--- src/rtl/emwin_pkg.sv ---
package emwin_pkg;

  typedef enum logic [2:0] {
    OP_SET_BASE  = 3'd0,
    OP_SET_LIMIT = 3'd1,
    OP_SET_INDEX = 3'd2,
    OP_READ      = 3'd3,
    OP_WRITE     = 3'd4
  } emwin_op_e;

  typedef enum logic [1:0] {
    ST_IDLE,
    ST_REQ,
    ST_WAIT,
    ST_RSP
  } emwin_st_e;

  function automatic logic [2:0] size_bytes(input logic [1:0] sz);
    case (sz)
      2'd0:    return 3'd1;
      2'd1:    return 3'd2;
      default: return 3'd4;
    endcase
  endfunction

endpackage

--- src/rtl/emwin_lanes.sv ---
module emwin_lanes (
  input  logic [1:0]  size,
  input  logic [1:0]  off,
  input  logic [31:0] wdata,
  output logic [1:0]  shift,
  output logic [3:0]  be,
  output logic [31:0] wdata_al,
  output logic [31:0] rmask
);
  always_comb begin
    case (size)
      2'd0: begin
        shift = off;
        be    = 4'b0001 << off;
        rmask = 32'h0000_00FF;
      end
      2'd1: begin
        shift = {off[1], 1'b0};
        be    = 4'b0011 << {off[1], 1'b0};
        rmask = 32'h0000_FFFF;
      end
      default: begin
        shift = 2'd0;
        be    = 4'b1111;
        rmask = 32'hFFFF_FFFF;
      end
    endcase
    wdata_al = wdata << {shift, 3'b000};
  end
endmodule

--- src/rtl/emwin_window.sv ---
module emwin_window #(
  parameter int IDX_W   = 15,
  parameter int SRAM_AW = 10
) (
  input  logic               clk,
  input  logic               rst_n,
  input  logic               wr_base,
  input  logic               wr_limit,
  input  logic               wr_index,
  input  logic [31:0]        wdata,
  input  logic               adv,
  input  logic [2:0]         adv_bytes,
  output logic [1:0]         off,
  output logic               rd_ok,
  output logic               wr_ok,
  output logic [SRAM_AW-1:0] word_addr
);
  localparam int BASE_W = 30;

  logic [BASE_W-1:0] base_q;
  logic [31:0]       lim_q;
  logic [IDX_W-1:0]  index_q;

  always_ff @(posedge clk) begin
    if (!rst_n) begin
      base_q  <= '0;
      lim_q   <= '0;
      index_q <= '0;
    end else begin
      if (wr_base)  base_q <= wdata[31:2];
      if (wr_limit) lim_q  <= wdata;
      if (wr_index)  index_q <= wdata[IDX_W-1:0];
      else if (adv)  index_q <= index_q + IDX_W'(adv_bytes);
    end
  end

  assign off       = index_q[1:0];
  assign rd_ok     = 16'(index_q[IDX_W-1:2]) < 16'(lim_q[15:2]);
  assign wr_ok     = 16'(index_q[IDX_W-1:2]) < 16'(lim_q[31:18]);
  assign word_addr = SRAM_AW'(base_q + BASE_W'(index_q[IDX_W-1:2]));

  // the index only advances on an access that this window permits
  assert_adv_permitted_R8: assert property (@(posedge clk) disable iff (!rst_n)
    adv |-> (rd_ok || wr_ok));

  // without an index write or an advance, the index holds
  assert_index_hold_R12: assert property (@(posedge clk) disable iff (!rst_n)
    (!wr_index && !adv) |=> $stable(index_q));
endmodule

--- src/rtl/emwin_access_top.sv ---
module emwin_access_top
  import emwin_pkg::*;
#(
  parameter int NUM_WIN = 2,
  parameter int IDX_W   = 15,
  parameter int SRAM_AW = 10
) (
  input  logic                       clk,
  input  logic                       rst_n,
  input  logic                       cmd_valid,
  output logic                       cmd_ready,
  input  logic [2:0]                 cmd_op,
  input  logic [$clog2(NUM_WIN)-1:0] cmd_win,
  input  logic [1:0]                 cmd_size,
  input  logic [31:0]                cmd_wdata,
  output logic                       rsp_valid,
  input  logic                       rsp_ready,
  output logic [31:0]                rsp_data,
  output logic                       sram_req_valid,
  input  logic                       sram_req_ready,
  output logic                       sram_req_we,
  output logic [SRAM_AW-1:0]         sram_req_addr,
  output logic [3:0]                 sram_req_be,
  output logic [31:0]                sram_req_wdata,
  input  logic                       sram_rvalid,
  input  logic [31:0]                sram_rdata
);
  localparam int WIN_W = $clog2(NUM_WIN);

  emwin_st_e st_q;
  logic accept, is_rd, is_wr, permit;
  logic [2:0] step_bytes;

  logic [1:0]         off_w   [NUM_WIN];
  logic               rd_ok_w [NUM_WIN];
  logic               wr_ok_w [NUM_WIN];
  logic [SRAM_AW-1:0] addr_w  [NUM_WIN];

  logic sel_rd_ok, sel_wr_ok;
  logic [1:0] sel_off;
  logic [SRAM_AW-1:0] sel_addr;

  assign cmd_ready  = (st_q == ST_IDLE);
  assign accept     = cmd_valid && cmd_ready;
  assign is_rd      = (cmd_op == OP_READ);
  assign is_wr      = (cmd_op == OP_WRITE);
  assign step_bytes = size_bytes(cmd_size);

  assign sel_rd_ok = rd_ok_w[cmd_win];
  assign sel_wr_ok = wr_ok_w[cmd_win];
  assign sel_off   = off_w[cmd_win];
  assign sel_addr  = addr_w[cmd_win];
  assign permit    = (is_rd && sel_rd_ok) || (is_wr && sel_wr_ok);

  for (genvar g = 0; g < NUM_WIN; g++) begin : g_win
    logic hit;
    assign hit = accept && (cmd_win == WIN_W'(g));
    emwin_window #(.IDX_W(IDX_W), .SRAM_AW(SRAM_AW)) u_win (
      .clk       (clk),
      .rst_n     (rst_n),
      .wr_base   (hit && (cmd_op == OP_SET_BASE)),
      .wr_limit  (hit && (cmd_op == OP_SET_LIMIT)),
      .wr_index  (hit && (cmd_op == OP_SET_INDEX)),
      .wdata     (cmd_wdata),
      .adv       (hit && permit),
      .adv_bytes (step_bytes),
      .off       (off_w[g]),
      .rd_ok     (rd_ok_w[g]),
      .wr_ok     (wr_ok_w[g]),
      .word_addr (addr_w[g])
    );
  end

  logic [1:0]  ln_shift;
  logic [3:0]  ln_be;
  logic [31:0] ln_wdata, ln_mask;

  emwin_lanes u_lanes (
    .size     (cmd_size),
    .off      (sel_off),
    .wdata    (cmd_wdata),
    .shift    (ln_shift),
    .be       (ln_be),
    .wdata_al (ln_wdata),
    .rmask    (ln_mask)
  );

  logic [1:0]  shift_q;
  logic [31:0] mask_q, rsp_q;

  always_ff @(posedge clk) begin
    if (!rst_n) begin
      st_q           <= ST_IDLE;
      sram_req_we    <= 1'b0;
      sram_req_addr  <= '0;
      sram_req_be    <= '0;
      sram_req_wdata <= '0;
      shift_q        <= '0;
      mask_q         <= '0;
      rsp_q          <= '0;
    end else begin
      case (st_q)
        ST_IDLE: if (accept) begin
          if (permit) begin
            sram_req_we    <= is_wr;
            sram_req_addr  <= sel_addr;
            sram_req_be    <= ln_be;
            sram_req_wdata <= ln_wdata;
            shift_q        <= ln_shift;
            mask_q         <= ln_mask;
            st_q           <= ST_REQ;
          end else if (is_rd) begin
            rsp_q <= '0;
            st_q  <= ST_RSP;
          end
        end
        ST_REQ: if (sram_req_ready) st_q <= sram_req_we ? ST_IDLE : ST_WAIT;
        ST_WAIT: if (sram_rvalid) begin
          rsp_q <= (sram_rdata >> {shift_q, 3'b000}) & mask_q;
          st_q  <= ST_RSP;
        end
        ST_RSP: if (rsp_ready) st_q <= ST_IDLE;
        default: st_q <= ST_IDLE;
      endcase
    end
  end

  assign sram_req_valid = (st_q == ST_REQ);
  assign rsp_valid      = (st_q == ST_RSP);
  assign rsp_data       = rsp_q;

  assert_req_hold_R10: assert property (@(posedge clk) disable iff (!rst_n)
    (sram_req_valid && !sram_req_ready) |=> (sram_req_valid && $stable(sram_req_addr)
      && $stable(sram_req_be) && $stable(sram_req_wdata) && $stable(sram_req_we)));

  assert_rsp_hold_R11: assert property (@(posedge clk) disable iff (!rst_n)
    (rsp_valid && !rsp_ready) |=> (rsp_valid && $stable(rsp_data)));

  assert_read_issue_R4: assert property (@(posedge clk) disable iff (!rst_n)
    (accept && is_rd && sel_rd_ok) |=> (sram_req_valid && !sram_req_we));

  assert_read_blocked_zero_R4: assert property (@(posedge clk) disable iff (!rst_n)
    (accept && is_rd && !sel_rd_ok) |=> (rsp_valid && rsp_data == 32'd0 && !sram_req_valid));

  assert_write_dropped_R5: assert property (@(posedge clk) disable iff (!rst_n)
    (accept && is_wr && !sel_wr_ok) |=> (cmd_ready && !sram_req_valid));

  assert_be_shape_R7: assert property (@(posedge clk) disable iff (!rst_n)
    sram_req_valid |-> ($countones(sram_req_be) == 1 || $countones(sram_req_be) == 2
      || $countones(sram_req_be) == 4));

  assert_busy_R9: assert property (@(posedge clk) disable iff (!rst_n)
    (sram_req_valid || rsp_valid) |-> !cmd_ready);
endmodule

--- config.mk ---
export PLATFORM = sky130hd
export DESIGN_NAME = emwin_access_top
export DESIGN_NICKNAME = d
export VERILOG_FILES = /design/src/rtl/emwin_pkg.sv /design/src/rtl/emwin_lanes.sv /design/src/rtl/emwin_window.sv /design/src/rtl/emwin_access_top.sv
export SDC_FILE = /design/constraint.sdc
export NUM_CORES = 1
export LEC_CHECK = 0
export BUFFER_PORTS_ARGS = -buffer_cell sky130_fd_sc_hd__buf_2
export CAP_MARGIN = 5
export CORE_ASPECT_RATIO = 1.25
export CORE_MARGIN = 2
export CORE_UTILIZATION = 49
export DETAILED_ROUTE_END_ITERATION = 10
export GPL_ROUTABILITY_DRIVEN = 0
export PLACE_DENSITY_LB_ADDON = 0.15
export SLEW_MARGIN = 20
export SYNTH_ARGS = -nofsm -noshare
export SYNTH_HDL_FRONTEND = slang
export SYNTH_HIERARCHICAL = 1
export SYNTH_SLANG_ARGS = --single-unit
--- constraint.sdc ---
create_clock -name clk -period 4.1 [get_ports clk]
set_clock_uncertainty 0.15 [all_clocks]
set_input_delay 1.025 -clock clk [delete_from_list [all_inputs] [get_ports clk]]
set_output_delay 1.025 -clock clk [all_outputs]
set_load 0.01 [all_outputs]
# Yosys cells after proc, flatten, opt, wreduce, memory -nomap -nowiden
# Index checks and enable logic that the tools add are counted.
# totals
reg_bits,229
wordCells,101
inputBits,76
# classes
n_eq_ne,15
n_lt_le_gt_ge,5
n_reduce_logical,23
mux,33
add_sub_neg,4
shift,4
n_bitwise,3
# ops
op,n
two-way mux 32 bit,4
case mux 32 bit (2 select lines),2
two-way mux 15 bit,4
< comparator 13 x 14 -> 1 bit,4
AND 32 bit,1
left shift 32 x 5 -> 32 bit,1
>> shifter 32 x 5 -> 32 bit,1
adder 15 x 3 -> 15 bit,2
two-way mux 10 bit,3
adder 10 bit,2
two-way mux 2 bit,10
logical AND 1 bit,13
AND reduction 5 bit,2
"!= test 2 x 1 -> 1 bit, second input constant",4
case mux 2 bit (4 select lines),1
case mux 4 bit (2 select lines),1
"== test 3 x 2 -> 1 bit, second input constant",2
two-way mux 1 bit,6
case mux 3 bit (2 select lines),1
nonzero test 2 bit,3
"== test 2 x 1 -> 1 bit, second input constant",2
"== test 2 bit, second input constant",2
zero test 2 bit,2
"!= test 2 bit, second input constant",2
other kinds (12),12

# Depth between registers and ports, before layout
# depth
word_depth,9
mapped_depth,19
mapped_depth_nobuf,16

# Cells and area by module
# Netlist, hierarchy kept.
# modules_own_cells
module,cells_per_inst,instances,area_per_inst_um2
emwin_window,360,2,3320.7
emwin_access_top,605,1,5382.7
emwin_lanes,119,1,897.1

# Worst setup path before layout
# No wires, ideal clock.
# synth_timing
path_kind,in2reg
startpoint,input cmd_op[1]
endpoint,register g_win[0].u_win.index_q[14]
stages,11
path_slack_ps,686
setup_ps,122
t_arrival_ps,3142
path_buffers,3
cell_sequence,or3b_4 > o22ai_2 > and2_4 > buf_12 > buf_8 > and2b_1 > clkbuf_8 > and4_4 > nand3_2 > o21a_1 > o311a_1
# synth_via
elab_chain_len,5
# synth_lines
element,line_no,rtl
from (decl),emwin_access_top.sv:12,"input logic [2:0] cmd_op,"
== test 3 x 2 -> 1 bit or == test 3 bit (tied branches),"emwin_access_top.sv:45, emwin_access_top.sv:46",
logical AND 1 bit,emwin_access_top.sv:53,assign permit = (is_rd && sel_rd_ok) || (is_wr && sel_wr_ok);
logical OR 1 bit,emwin_access_top.sv:53,
logical AND 1 bit,emwin_access_top.sv:65,".adv (hit && permit),"
nonzero test 2 bit (no source line),-,
to (signal assigned),emwin_window.sv:32,if (wr_index) index_q <= wdata[IDX_W-1:0];
to (signal assigned),emwin_window.sv:33,else if (adv) index_q <= index_q + IDX_W'(adv_bytes);
to (decl),emwin_window.sv:22,logic [IDX_W-1:0] index_q;
# Several ways; a longest one is shown, not always the timed one.
# A chain may end at the register's enable or synchronous reset.

==> summary.md <==
| Metric | Value |
|---|---|
| Int Pwr | `3.88 mW` |
| Period utilisation layout | `0.893` |
| Post-synth EDFFs | `0` |
| CTS clk-pin slew, worst paths | `0.06 ns` |
| DP HPWL | `25,500 um` |
| First-pass DRT Iterations | `5` |
| Final WL | `35,600 um` |
| Yosys cell types | `65` |
| Initial Util | `0.497` |
| Yosys reg bits | `221` |
| Grt met3 use | `0.0346` |
| CTS tree | `yes` |
| Wire length of the first global-routing pass | `55,100 um` |
| NetSw | `1.33 mW` |
| CP required | `4.36 ns` |
| Clk buf depth | `3` |
| Setup Buffers After CTS | `0` |
| Worst skew pair latency | `0.53 ns` |
| Peak fanout along the critical path | `10` |
| Setup crit start kind | `flip-flop` |
| Final hold vios | `0` |
| Peak supply drop | `0.000291 V` |
| Post-Syn Area per Cell | `8.95 um^2` |
| Detail Route Antenna Nets | `0` |
| CTS H-tree depth | `1` |
| Largest net degree at the start of global routing | `115` |
| Max-slew headroom | `0.403` |
| M1 GR Usage | `0.311` |
| GRT overflow | `0` |
| Die width | `149 um` |
| Drc violations | `0` |
| Hold WC Path Type | `flip-flop to flip-flop` |
| Ratio of cells with drive above 1 in the final layout | `0.162` |
| Tot GR Track Use | `0.252` |
| # setup viols final | `0` |
| Via/cell ratio | `5.53` |
| Worst reg-to-reg setup slack | `0.44 ns` |
| Gr busiest metal | `met2` |
| Fillers | `2,450` |
| Status | `complete, no violations` |
| Post-CTS Resized | `0` |
| Routed len/inst | `18.9 um` |
| Clock Tree Root | `clkbuf_16` |
| Die height | `186 um` |
| Combinational power share | `0.122` |
| Layout area overhead | `11.5%` |
| Initial antenna violation count | `2` |
| PwrDens | `362 nW/um^2` |
| Post-synthesis cell area | `12,900 um^2` |
| CP peak stage delay | `0.47 ns` |
| CP arrival | `3.93 ns` |
| Register area share after synthesis | `0.342` |
| Unrepaired setup endpoints after global routing | `false` |
| Die area | `27,700 um^2` |
| Sw Share | `0.256` |
| N_diodes | `0` |
| Cell row count | `66` |
| Area of the multi-input gates | `7450 um^2` |
| CTS Hold Buffers Added | `0` |
| CP endpoint kind | `flip-flop` |
| Seq. cell area | `4420 um^2` |
| Grt met2 use | `0.451` |
| 1st-iter DRT viols | `570` |
| Synth Warn # | `6` |
| # Max-Cap Violations | `0` |
| Hold WS | `0.292 ns` |
| Worst path slowest cell | `dfxtp_1` |
| Vias post-DR | `10,400` |
| Port Buffers | `157` |
| Nets@finish | `1,681` |
| Worst path cell trace | `ha_1 > a21oi_1 > nand2_1 > a31oi_1 > a211oi_1 > o21ai_0 > mux2i_1 > o22ai_2 > and2_4 > and2b_1 > and4_4 > nand3_2 > o21a_1 > o311a_1` |
| Post-synth top flop | `dfxtp_1` |
| Slew Viols, Final | `0` |
| Final TNS setup | `0 ns` |
| Synth async-reset ratio | `0` |
| Part of the power in registers | `0.431` |
| Fmax | `0.273 GHz` |
| Total CTS buffers | `24` |
| Core area | `26,000 um^2` |
| IO Pins | `158` |
| Sink Count | `221` |
| Clock share of power | `0.446` |
| Post-synthesis cell count | `1,444` |
| Leak | `5.71 nW` |
| Vias in the first global route | `9,914` |
| Actual slew at the worst max-slew pin | `0.873 ns` |
| Post-layout minimum cycle time | `3.66 ns` |
| Kind of critical path | `flip-flop to flip-flop` |
==> critical path: cells and delay by family, from the launching register on <==
| kind | cells | cell delay, ns |
|---|---|---|
| muxes | 1 | 0.18 |
| AOI/OAI and AO/OA | 7 | 1.45 |
| and+or+nand+nor | 5 | 1.01 |
| adders and majority gates | 1 | 0.30 |
| DFF | 1 | 0.47 |
==> state kept, by name, summed over array words and instances, names as in the netlist, 4 cells and up <==
register	count
sram_req_be	4
sram_req_wdata	32
mask_q	32
rsp_data	32
g_win.u_win/index_q	30
sram_req_addr	10
g_win.u_win/base_q	20
g_win.u_win/lim_q	56
==> synthesized netlist by cell type, types with 17 or more instances <==
master / number / share of area
nor2b_1: 84 / 0.041
xnor2_1: 28 / 0.019
o21ai_1: 33 / 0.013
clkbuf_1: 46 / 0.013
nand4_1: 32 / 0.015
nand2_1: 220 / 0.064
buf_2: 25 / 0.0097
o21ai_0: 38 / 0.015
a21oi_1: 57 / 0.022
nand3_1: 20 / 0.0077
inv_1: 73 / 0.021
ha_1: 72 / 0.070
dfxtp_1: 221 / 0.34
mux2i_1: 188 / 0.15
buf_4: 38 / 0.022
nor2_1: 32 / 0.0093
and2_1: 17 / 0.0082
==> power groups by stage <==
| stage | clock (mW) | sequential, mW | combinational [mW] |
|---|---|---|---|
| after CTS | 2.38 | 2.25 | 0.636 |
| after detailed placement | 0 | 2.29 | 0.633 |
| after global placement | 0 | 2.29 | 0.626 |
| final | 2.33 | 2.25 | 0.638 |
| after global routing | 2.46 | 2.25 | 0.695 |
| after floorplan | 0 | 2.28 | 0.446 |
==> final cells by class <==
| type | instances | area share |
|---|---|---|
| flip-flops and latches | 221 | 0.307 |
| multi-input cells | 1033 | 0.517 |
| clock inverters | 7 | 0.00764 |
| repair buffers | 175 | 0.0671 |
| inverters | 74 | 0.0198 |
| clock buffers | 35 | 0.0516 |
| well taps | 340 | 0.0295 |
==> cell usage in the layout (no fill, tap or decap), types with 28 or more instances in the layout <==
cell	n
xnor2_1	28
nand4_1	32
nand2_1	220
o21ai_0	38
nor2b_1	84
buf_2	156
inv_1	73
o21ai_1	33
a21oi_1	57
mux2i_1	188
ha_1	72
dfxtp_1	221
nor2_1	30
==> path summary, 6_finish.rpt <==
check,start,endpoint,cells past startpoint
worst min register to register,rsp_data[27],rsp_data[27],2
worst min-delay path,rsp_data[27],rsp_data[27],2
worst max register to register,g_win[0].u_win/index_q[7],g_win[0].u_win/index_q[14],14
worst max-delay path,g_win[0].u_win/index_q[7],g_win[0].u_win/index_q[14],14
==> metrics by stage <==
step / setup slack [ns] / std cells / area, um^2 / power, mW / util
2_1_floorplan: 0.686 / 1451 / 12900 / 2.73 / -
3_3_place_gp: 0.538 / 1843 / 13600 / 2.92 / 0.521
3_5_place_dp: 0.492 / 1843 / 13600 / 2.93 / 0.521
4_1_cts: 0.491 / 1885 / 14400 / 5.26 / 0.554
5_1_grt: 0.163 / 1885 / 14400 / 5.41 / 0.554
6_report: 0.437 / 1885 / 14400 / 5.21 / 0.554
==> metal layers <==
metal | vias to the layer above | wire length, um | part of all wire
met4 | 4 | 1020 | 0.029
li1 | 5142 | - | -
met5 | - | 27 | 0.00076
met3 | 69 | 1770 | 0.050
met1 | 4912 | 15100 | 0.42
met2 | 288 | 17700 | 0.50
==> logic make-up after synthesis <==
kind of cell               Yosys count  synth area share
xor gates and xnor gates            42            0.0285
muxes                              199             0.162
DFF                                221             0.342
and+or+nand+nor                    471             0.184
adders and majority gates           76            0.0759
other                                1          0.000290
AOI/OAI and AO/OA                  237             0.122
buffers and inverters              197            0.0849
No activity file was read; power rests on OpenSTA's default activity.
